--- config.mk ---
export PLATFORM = sky130hd
export DESIGN_NAME = split_booth_mul
export DESIGN_NICKNAME = d
export VERILOG_FILES = /design/src/rtl/split_booth_mul.sv
export SDC_FILE = /design/constraint.sdc
export NUM_CORES = 1
export LEC_CHECK = 0
export BUFFER_PORTS_ARGS = -buffer_cell sky130_fd_sc_hd__buf_4
export CAP_MARGIN = 20
export CORE_AREA = 3 3 132 134
export CTS_BUF_LIST = sky130_fd_sc_hd__clkbuf_8 sky130_fd_sc_hd__clkbuf_16
export CTS_CLUSTER_SIZE = 14
export DETAILED_ROUTE_END_ITERATION = 12
export DIE_AREA = 0 0 135 137
export PLACE_DENSITY = 0.82
export SLEW_MARGIN = 25
export SYNTH_ARGS = -nofsm -noshare
export SYNTH_HDL_FRONTEND = slang
export SYNTH_SLANG_ARGS = --single-unit
--- constraint.sdc ---
create_clock -name clk -period 15.3 [get_ports clk]
set_input_delay 3.06 -clock clk [delete_from_list [all_inputs] [get_ports clk]]
set_output_delay 3.06 -clock clk [all_outputs]
set_load 0.02 [all_outputs]
--- src/rtl/split_booth_mul.sv ---
module split_booth_mul #(
  parameter int N       = 16,
  parameter bit OUT_REG = 1'b1
) (
  input  logic           clk,
  input  logic           rst_n,
  input  logic [N-1:0]   a_in,
  input  logic [N-1:0]   b_in,
  output logic [2*N-1:0] prod_out
);
  localparam int W  = 2 * N;
  localparam int ND = N / 2;
  localparam int NU = (ND + 1) / 2;
  localparam int M  = W - 1;
  localparam int LG = $clog2(M);

  logic [N:0]    ybits;
  logic [W-1:0]  row [ND];
  logic [ND-1:0] negd;
  logic [W-1:0]  hot;
  logic [W-1:0]  us, uc, ls, lc;
  logic [W-1:0]  t42, k42, ci42, m42, s42, c42;
  logic [W-1:0]  cy, prod_c;

  assign ybits = {b_in, 1'b0};

  for (genvar j = 0; j < ND; j++) begin : g_rec
    localparam int I = ND - 1 - j;
    logic [2:0] trip;
    logic       one_w, two_w;
    logic [N:0] mag, sel;
    assign trip    = ybits[2*I+2 : 2*I];
    assign one_w   = trip[1] ^ trip[0];
    assign two_w   = (trip == 3'b100) || (trip == 3'b011);
    assign negd[I] = trip[2];
    assign mag     = one_w ? {a_in[N-1], a_in} : (two_w ? {a_in, 1'b0} : '0);
    assign sel     = mag ^ {(N+1){trip[2]}};
    assign row[j]  = {{(W-N-1){sel[N]}}, sel} << (2*I);
  end

  always_comb begin
    hot = '0;
    for (int i = 0; i < ND; i++) hot[2*i] = negd[i];
  end

  always_comb begin
    logic [W-1:0] s, c, x;
    s = row[0];
    c = '0;
    for (int k = 1; k < NU; k++) begin
      x = row[k];
      {s, c} = {s ^ c ^ x, ((s & c) | (s & x) | (c & x)) << 1};
    end
    us = s;
    uc = c;
    s = row[NU];
    c = hot;
    for (int k = NU + 1; k < ND; k++) begin
      x = row[k];
      {s, c} = {s ^ c ^ x, ((s & c) | (s & x) | (c & x)) << 1};
    end
    ls = s;
    lc = c;
  end

  assign t42  = us ^ uc ^ ls;
  assign k42  = (us & uc) | (us & ls) | (uc & ls);
  assign ci42 = {k42[W-2:0], 1'b0};
  assign s42  = t42 ^ lc ^ ci42;
  assign m42  = (t42 & lc) | (t42 & ci42) | (lc & ci42);
  assign c42  = {m42[W-2:0], 1'b0};

  always_comb begin
    logic [M-1:0] g, p, ng, np;
    g = s42[M-1:0] & c42[M-1:0];
    p = s42[M-1:0] ^ c42[M-1:0];
    for (int s = 0; s < LG; s++) begin
      ng = g;
      np = p;
      for (int b = 0; b < M; b++) begin
        if (b >= (1 << s)) begin
          ng[b] = g[b] | (p[b] & g[b - (1 << s)]);
          np[b] = p[b] & p[b - (1 << s)];
        end
      end
      g = ng;
      p = np;
    end
    cy = {g, 1'b0};
  end

  assign prod_c = s42 ^ c42 ^ cy;

  if (OUT_REG) begin : g_reg
    always_ff @(posedge clk) begin
      if (!rst_n) prod_out <= '0;
      else        prod_out <= prod_c;
    end
  end else begin : g_comb
    assign prod_out = prod_c;
  end

  logic [W-1:0] a_ext;
  assign a_ext = {{N{a_in[N-1]}}, a_in};

  p_min_square_r2: assert property (@(posedge clk) disable iff (!rst_n)
    (a_in == {1'b1, {(N-1){1'b0}}} && b_in == {1'b1, {(N-1){1'b0}}})
      |-> prod_c == (W'(1) << (W - 2)));

  p_zero_operand_r3: assert property (@(posedge clk) disable iff (!rst_n)
    (a_in == '0 || b_in == '0) |-> prod_c == '0);

  p_unit_mult_r4: assert property (@(posedge clk) disable iff (!rst_n)
    (b_in == N'(1)) |-> prod_c == a_ext);

  p_neg_unit_r5: assert property (@(posedge clk) disable iff (!rst_n)
    (b_in == '1) |-> prod_c == W'(-a_ext));

  p_sign_r6: assert property (@(posedge clk) disable iff (!rst_n)
    (a_in != '0 && b_in != '0) |-> prod_c[W-1] == (a_in[N-1] ^ b_in[N-1]));

  p_merge_sum_r7: assert property (@(posedge clk) disable iff (!rst_n)
    W'(s42 + c42) == W'(us + uc + ls + lc));
endmodule

==> key figures, run 1 <==
Synth
  • Post-synthesis sequential element count: 32
  • Synth cell types: 59
  • Sequential fraction of the synthesis area: 7.15%
  • Main synth FF type: dfxtp_1
  • Fraction of registers with async set/reset: 0%
  • Number of flops mapped to enable cells by yosys: 0
  • Mapped Cells: 1,044
  • Cell Area, Synth: 8960 µm²
  • Syn Area/Cell: 8.58 µm²
  • Syn Nets: 1,291
  • Syn. warnings: 0

Route
  • Drt drc: 0
  • Initial drt markers: 725
  • WL per Instance: 16.8 µm
  • Antenna-violating nets left: 0
  • Via density: 5.65
  • Routed wire length: 21,300 µm
  • Initial DRT Pass Iterations: 6
  • Vias: 7,152

Worst hold path
  • HP Class: in -> reg

Critical path
  • Crit Path Class: in -> reg
  • Arrival time of the worst setup path: 9.82 ns
  • WP data required: 15.51 ns
  • CP Capture Type: register
  • CP max FO: 19
  • CP startpoint kind: input port

Die
  • Io pins: 66
  • Die extent in y: 137 µm
  • Starting density of the core: 54.6%
  • Die area: 18,500 µm²
  • Core box area: 16,400 µm²
  • Die width: 135 µm
  • Num rows: 47

Clocking
  • Bufs on Longest Clock Path: 2
  • Post_cts resized: 0
  • CTS buffer count: 5
  • Number of post-CTS setup repair buffers: 0
  • H-tree Lvls: 2
  • Clock Root Buffer: clkbuf_16
  • Clock transition at the registers of the reported paths: 0.05 ns
  • CTS tree: yes
  • Clock Sinks: 32
  • Post-CTS Hold Buffers: 0

Flow run
  • Max-cap violations: 0

Global routing
  • Vias in the first global route: 7,076
  • GR Util All Layers: 23.1%
  • Largest net degree at the start of global routing: 40
  • Initial antenna violation count: 0
  • Remaining Overflow, GRT: 0
  • First-pass GRT wire length: 34,700 µm

Placed design
  • Final Wtd Congestion: 0.930
  • DP HPWL: 16,900 µm
  • Port bufs: 65

Cells and area
  • Layout cells sized above 1: 9.00%
  • Largest regs: prod_out x32
  • Area Growth Syn to Fin: 7.23%
  • # fillers: 1,415
  • Largest Register: prod_out
  • Diode count: 0
  • Final #Nets: 1,291
  • Max reg flops: 32

Timing
  • Fin crit share: 62.8%
  • RSZ-0062 raised after global routing: no
  • Fin crit period: 9.61 ns
  • Max Slew Vio Count: 0
  • Slew @ Worst Pin: 1.02 ns
  • Setup violators final: 0
  • FMAX: 0.104 GHz
  • Final hold violation count: 0
  • Slew Limit Headroom: 31.6%
  • Setup TNS: 0 ns

Outcome
  • Outcome: complete, no violations
[routing by layer]
metal | vias to the layer above | track usage, % | share of wire [%]
met5 | - | 0 | 0
met4 | 0 | 7.56 | 3.0
li1 | 3420 | - | -
met2 | 321 | 37.9 | 45
met1 | 3364 | 31.4 | 42
met3 | 47 | 3.93 | 9.7
[path summary, 6_finish.rpt]
kind / slack, ns / from / depth (start not counted) / end
max: 5.69 / b_in[3] / 22 / prod_out[30]
min: 3.18 / rst_n / 2 / prod_out[22]
[cell usage in the layout, fill, tap and decap left out, types with 2 or more instances in the layout]
| cell type | instances |
|---|---|
| a21o_1 | 14 |
| nand2_1 | 31 |
| clkbuf_16 | 5 |
| buf_4 | 67 |
| a211oi_2 | 2 |
| a211o_1 | 2 |
| nand4_1 | 4 |
| nand3_1 | 13 |
| a21oi_2 | 2 |
| o211ai_1 | 4 |
| mux2i_1 | 16 |
| nand4b_1 | 2 |
| o41ai_1 | 3 |
| xnor2_1 | 131 |
| nand2b_1 | 11 |
| o21a_1 | 3 |
| a22o_1 | 4 |
| nor2_2 | 2 |
| a22oi_1 | 108 |
| o21ai_1 | 2 |
| xor2_1 | 10 |
| a21oi_1 | 24 |
| nor2b_1 | 5 |
| a31oi_1 | 8 |
| o31a_1 | 2 |
| and3_1 | 4 |
| nor3_1 | 3 |
| a211oi_1 | 5 |
| fa_1 | 118 |
| clkinv_2 | 2 |
| nor2_1 | 22 |
| o21ai_0 | 39 |
| o22ai_1 | 4 |
| inv_2 | 3 |
| and2_1 | 25 |
| ha_1 | 95 |
| inv_1 | 194 |
| dfxtp_1 | 32 |
| or2_2 | 2 |
[cells by family after synthesis]
kind of cell | Yosys count | share of synthesized area, %
xor+xnor | 141 | 13.8
mux | 17 | 1.91
simple gates | 135 | 7.98
compound gates | 233 | 17.9
buf+inv | 272 | 11.5
flops | 32 | 7.15
fa+ha+maj | 214 | 39.7
[critical path: stages]
cell and delay (ns):
buf_4 0.21, inv_2 0.16, ha_1 0.54, nor2_1 0.77
a22oi_1 0.18, xnor2_1 0.37, fa_1 0.52, fa_1 0.42
fa_1 0.53, inv_1 0.06, fa_1 0.53, inv_1 0.05
fa_1 0.48, inv_1 0.04, ha_1 0.36, a21oi_1 0.24
o21a_1 0.21, o21bai_1 0.11, o21ai_0 0.46, a21oi_1 0.13
o22ai_1 0.18, mux2i_1 0.19
[final cells by class]
cell class | instances | area, µm² | share of cell area (%)
clock buffer | 6 | 139 | 1.45
clock inverter | 2 | 10.0 | 0.104
inverter | 198 | 743 | 7.74
multi-input combinational | 740 | 7300 | 75.9
sequential | 32 | 641 | 6.67
tap | 220 | 275 | 2.87
timing repair buffer | 67 | 503 | 5.24
[synth_stat cells (all sizes together), types with 2 or more instances]
library cell  instances  area share [%]
o21a                  3            0.25
and2                 26             1.8
o211ai                4            0.34
dfxtp                32             7.2
nand4                 4            0.28
nor3                  3            0.17
o22ai                 4            0.28
fa                  118              26
o41ai                 3            0.29
a211oi                7            0.70
nor2b                 5            0.35
o31a                  2            0.20
nand4b                2            0.20
or2                   3            0.24
a21o                 14             1.2
inv                 197             8.3
nand3                13            0.73
ha                   95              13
a22oi               108             9.1
a21oi                26             1.5
a22o                  4            0.39
nand2                31             1.3
a31oi                 8            0.56
nand2b               11            0.77
xor2                 10            0.98
buf                  20            0.95
xnor2               131              13
mux2i                16             1.8
o21ai                42             2.4
a211o                 2            0.20
and3                  5            0.36
nor2                 24             1.0
clkbuf               54             2.3
[per-stage QoR]
step / utilization (%) / hold WS (ns) / instances / cell area (µm²) / setup WS, ns
floorplan: - / 3.23 / 1044 / 8960 / 6.01
global placement: 57.6 / 3.47 / 1257 / 9450 / 5.38
detailed placement: 57.6 / 3.47 / 1257 / 9450 / 5.34
CTS: 58.5 / 3.18 / 1265 / 9600 / 5.61
global route: 58.6 / 3.20 / 1265 / 9610 / 5.22
finish: 58.6 / 3.18 / 1265 / 9610 / 5.69
Power of run 1 is not shown: default switching activity piles up to over one toggle a cycle in this logic, so the estimate is an artifact.
==> run 2, diff against run 1 <==
- ABC_AREA: not set -> 1
- CORE_AREA: 3 3 132 134 -> 3 3 140 142
- DIE_AREA: 0 0 135 137 -> 0 0 143 145
- clock period: 15.3 -> 10.06 ns (I/O delays scaled with it)
==> key figures, run 2 <==
Outcome
  • Outcome: complete, no violations

Clocking
  • Clock Root Buffer: clkbuf_16
  • CTS buffer count: 5
  • H-tree Lvls: 2
  • Post-CTS Hold Buffers: 0
  • Number of post-CTS setup repair buffers: 0
  • Clock Sinks: 32
  • Post_cts resized: 0
  • Bufs on Longest Clock Path: 2
  • Clock transition at the registers of the reported paths: 0.05 ns
  • CTS tree: yes

Critical path
  • CP startpoint kind: input port
  • CP startpoint: b_in[5]
  • CP max FO: 32
  • Worst path slowest cell: ha_1
  • Critical Path Sink: prod_out[30]
  • Most Frequent Cell on Critical Path: fa_1
  • Crit path cell chain: buf_4 -> clkinv_2 -> ha_1 -> a21oi_1 -> nand2_1 -> nand2_1 -> xor2_1 -> fa_1 -> fa_1 -> inv_1 -> fa_1 -> inv_1 -> fa_1 -> inv_1 -> fa_1 -> ha_1 -> nand2_1 -> o21ai_0 -> inv_1 -> nand3_1 -> nand3_1 -> a21oi_1 -> nor2_1
  • Worst path max stage delay: 0.85 ns
  • WP data required: 10.23 ns
  • CP Capture Type: register
  • Arrival time of the worst setup path: 8.30 ns
  • Crit Path Class: in -> reg

Timing
  • FMAX: 0.123 GHz
  • Setup violators final: 0
  • Slew @ Worst Pin: 0.943 ns
  • Final hold violation count: 0
  • Slew Limit Headroom: 37.1%
  • Fin crit share: 80.8%
  • Max Slew Vio Count: 0
  • RSZ-0062 raised after global routing: no
  • Fin crit period: 8.12 ns
  • Setup TNS: 0 ns

Die
  • Io pins: 66
  • Core box area: 18,600 µm²
  • Starting density of the core: 54.6%
  • Die extent in y: 145 µm
  • Num rows: 50
  • Die width: 143 µm
  • Die area: 20,700 µm²

Global routing
  • First-pass GRT wire length: 46,300 µm
  • Initial antenna violation count: 0
  • Largest net degree at the start of global routing: 33
  • GR Util All Layers: 27.9%
  • Remaining Overflow, GRT: 0
  • Vias in the first global route: 9,012

Cells and area
  • Final #Nets: 1,767
  • # fillers: 1,739
  • Most frequent cells in the layout: nand2_1 (407), inv_1 (310), o21ai_0 (140), fa_1 (118), xor2_1 (115)
  • Diode count: 0
  • Finished layout cell area: 10,800 µm²
  • Largest regs: prod_out x32
  • Fin util: 58.1%
  • Layout cells sized above 1: 6.44%
  • Area Growth Syn to Fin: 6.37%
  • Commonest non-fill, non-tap cell in the layout: nand2_1
  • Largest Register: prod_out
  • Max reg flops: 32

Synth
  • Syn Nets: 1,762
  • Mapped Cells: 1,515
  • Synth cell types: 40
  • Post-synthesis sequential element count: 32
  • Top cells by count, synth: nand2_1 (407), inv_1 (309), o21ai_0 (140)
  • Area leader, netlist: fa_1
  • Sequential fraction of the synthesis area: 6.32%
  • Main synth FF type: dfxtp_1
  • Largest cells by area after synthesis: fa_1 (23%), nand2_1 (15%), ha_1 (12%)
  • Most numerous cell in the Yosys netlist: nand2_1
  • Syn. warnings: 0
  • Number of flops mapped to enable cells by yosys: 0
  • Cell Area, Synth: 10,100 µm²
  • Syn Area/Cell: 6.69 µm²
  • Fraction of registers with async set/reset: 0%
  • Post-synth top area share: 23.3%

Route
  • Routed wire length: 29,200 µm
  • WL per Instance: 16.6 µm
  • Initial drt markers: 667
  • Initial DRT Pass Iterations: 5
  • Antenna-violating nets left: 0
  • Vias: 9,334
  • Drt drc: 0
  • Via density: 5.32

Placed design
  • Placed cell areas: 10,600 µm²
  • Final Wtd Congestion: 1.03
  • DP HPWL: 23,000 µm
  • Port bufs: 65

Flow run
  • Max-cap violations: 0

Worst hold path
  • HP Class: in -> reg
-- run 2: cell count changes after synthesis, sizes merged, moves of 15 or more --
cell	delta
and2	-23
nand2	+383
nand3	+18
xnor2	-127
nor2	+50
o21ai	+99
inv	+117
mux2i	-16
a21oi	+29
clkbuf	-15
a22oi	-108
xor2	+105
-- run 2: worst min path at each step --
stage / endpoint / from / cells after the start / slack [ns]
2_1_floorplan: prod_out[11] / rst_n / 3 / 2.31
3_3_place_gp: prod_out[1] / rst_n / 3 / 2.40
3_5_place_dp: prod_out[3] / rst_n / 3 / 2.40
4_1_cts: prod_out[2] / rst_n / 3 / 2.11
5_1_grt: prod_out[1] / rst_n / 3 / 2.13
6_report: prod_out[2] / rst_n / 3 / 2.11
-- run 2: cell type report --
class | count | area (µm²) | share of cell area (%)
sequential | 32 | 641 | 5.94
timing repair buffer | 66 | 495 | 4.59
multi-input combinational | 1099 | 8000 | 74.2
clock inverter | 3 | 38.8 | 0.360
clock buffer | 5 | 125 | 1.16
inverter | 316 | 1190 | 11.1
tap | 234 | 293 | 2.71
-- run 2: logic make-up after synthesis --
kind of cell,after synthesis,synth area share (%)
compound gates,224,11.8
xor+xnor,119,10.3
fa+ha+maj,213,35.0
buf+inv,384,14.8
flops,32,6.32
mux,1,0.111
simple gates,542,21.7
-- run 2: metrics by stage --
step | worst slack [ns] | std cells | hold slack [ns]
2_1_floorplan | 3.03 | 1515 | 2.31
3_3_place_gp | 1.78 | 1747 | 2.40
3_5_place_dp | 1.77 | 1747 | 2.40
4_1_cts | 2.06 | 1755 | 2.11
5_1_grt | 1.46 | 1755 | 2.13
6_report | 1.94 | 1755 | 2.11
-- run 2: layer usage --
metal / GRT usage (%) / vias up / share of wire [%]
met5: 0 / - / 0
met4: 11.4 / 0 / 4.6
met3: 4.45 / 94 / 9.6
met2: 43.4 / 488 / 43
met1: 38.8 / 4171 / 43
li1: - / 4581 / -
-- run 2: worst max-delay path: cells and delay by family --
kind	cells	cell delay [ns]
xor+xnor	1	0.19
simple gates	6	1.13
compound gates	3	0.57
fa+ha+maj	7	3.70
buf+inv	6	0.70
Power of run 2 is left out for the same reason.
==> run 3, diff against run 2 <==
- PLACE_DENSITY: 0.82 -> 0.85
- clock period: 10.06 -> 7.1 ns (I/O delays scaled with it)
==> key figures, run 3 (synthesized netlist as in run 2, its figures left out) <==
Worst hold path
  • Min-Delay Path Depth: 3
  • Hold Path Origin: rst_n
  • Worst hold path endpoint: prod_out[1]
  • HP Class: in -> reg

Flow run
  • Max-cap violations: 0

Global routing
  • Largest net degree at the start of global routing: 32
  • Remaining Overflow, GRT: 0
  • Initial antenna violation count: 0
  • Vias in the first global route: 8,982
  • GR Util All Layers: 28.0%
  • First-pass GRT wire length: 46,400 µm

Timing
  • Fin crit share: 92.3%
  • Fin crit period: 6.56 ns
  • Final setup margin: 0.543 ns
  • Setup TNS: 0 ns
  • Slew Limit Headroom: 63.5%
  • Final hold violation count: 0
  • Setup violators final: 0
  • Max Slew Vio Count: 0
  • RSZ-0062 raised after global routing: no
  • FMAX: 0.153 GHz
  • Slew @ Worst Pin: 0.546 ns

Die
  • Die width: 143 µm
  • Starting density of the core: 54.6%
  • Num rows: 50
  • Core box area: 18,600 µm²
  • Die area: 20,700 µm²
  • Io pins: 66
  • Die extent in y: 145 µm

Route
  • Initial DRT Pass Iterations: 5
  • Via density: 5.29
  • Routed wire length: 28,800 µm
  • Drt drc: 0
  • WL per Instance: 16.2 µm
  • Initial drt markers: 723
  • Antenna-violating nets left: 0
  • Vias: 9,433

Cells and area
  • Largest Register: prod_out
  • Diode count: 0
  • Most frequent cells in the layout: nand2_1 (406), inv_1 (309), o21ai_0 (140), fa_1 (118), xor2_1 (115)
  • Commonest non-fill, non-tap cell in the layout: nand2_1
  • Layout cells sized above 1: 8.20%
  • Largest regs: prod_out x32
  • Area Growth Syn to Fin: 8.36%
  • # fillers: 1,725
  • Final #Nets: 1,794
  • Finished Layout Cells: 1,782
  • Max reg flops: 32
  • Fin util: 59.2%

Critical path
  • CP max FO: 16
  • Crit Path Class: in -> reg
  • CP Capture Type: register
  • CP startpoint kind: input port
  • WP data required: 7.28 ns
  • Arrival time of the worst setup path: 6.73 ns

Outcome
  • Outcome: complete, no violations

Placed design
  • DP HPWL: 23,200 µm
  • Final Wtd Congestion: 1.00
  • Cells after DPL: 1,774
  • Port bufs: 65
  • Place WS: 0.123 ns

Clocking
  • Number of post-CTS setup repair buffers: 0
  • Bufs on Longest Clock Path: 2
  • CTS tree: yes
  • Post-CTS Hold Buffers: 0
  • Clock Root Buffer: clkbuf_16
  • Clock transition at the registers of the reported paths: 0.06 ns
  • CTS buffer count: 5
  • H-tree Lvls: 2
  • Post_cts resized: 0
  • Clock Sinks: 32
## run 3: worst max-delay path, cell delays in order
cell     delay, ns
buf_4         0.11
inv_1         0.20
ha_1          0.31
a21oi_1       0.13
nand2_1       0.35
nand2_1       0.19
xor2_1        0.16
ha_1          0.26
fa_1          0.50
inv_1         0.06
fa_1          0.50
inv_1         0.06
fa_1          0.51
inv_1         0.05
fa_1          0.49
inv_1         0.04
ha_1          0.36
nand2_1       0.14
nor2_1        0.18
nand2_1       0.11
nor4_1        0.18
nand2_1       0.15
inv_1         0.08
nor2_1        0.03
nor2_1        0.09
nor2_1        0.05
## run 3: worst max path at each step
stage               cells after the start  slack (ns)  startpoint            to
floorplan                              25        0.67     b_in[5]  prod_out[19]
global placement                       25        0.22    b_in[11]  prod_out[29]
detailed placement                     27        0.12    b_in[11]  prod_out[28]
CTS                                    27        0.40    b_in[11]  prod_out[28]
global route                           28        0.07     b_in[3]  prod_out[28]
finish                                 26        0.54    b_in[13]  prod_out[28]
## run 3: layout make-up
type	count	area, µm²	share of cell area, %
Tap cell	234	293	2.66
Clock inverter	2	10.0	0.0911
Sequential cell	32	641	5.83
Multi-Input combinational cell	1099	8000	72.8
Timing Repair Buffer	93	711	6.47
Clock buffer	6	139	1.26
Inverter	316	1190	10.9
## run 3: metal layers
metal / up-vias / wire length (µm) / global-route usage, %
li1: 4631 / - / -
met1: 4269 / 12100 / 38.8
met2: 457 / 12900 / 44.3
met3: 76 / 2850 / 4.38
met4: 0 / 1070 / 9.84
met5: - / 0 / 0
## run 3: stage by stage
| step | instance area (µm²) | hold WS (ns) |
|---|---|---|
| 3_3_place_gp | 10800 | 1.80 |
| 4_1_cts | 11000 | 1.51 |
| 3_5_place_dp | 10800 | 1.80 |
| 2_1_floorplan | 10100 | 1.72 |
| 6_report | 11000 | 1.50 |
| 5_1_grt | 11000 | 1.54 |
Power of run 3 is left out for the same reason.
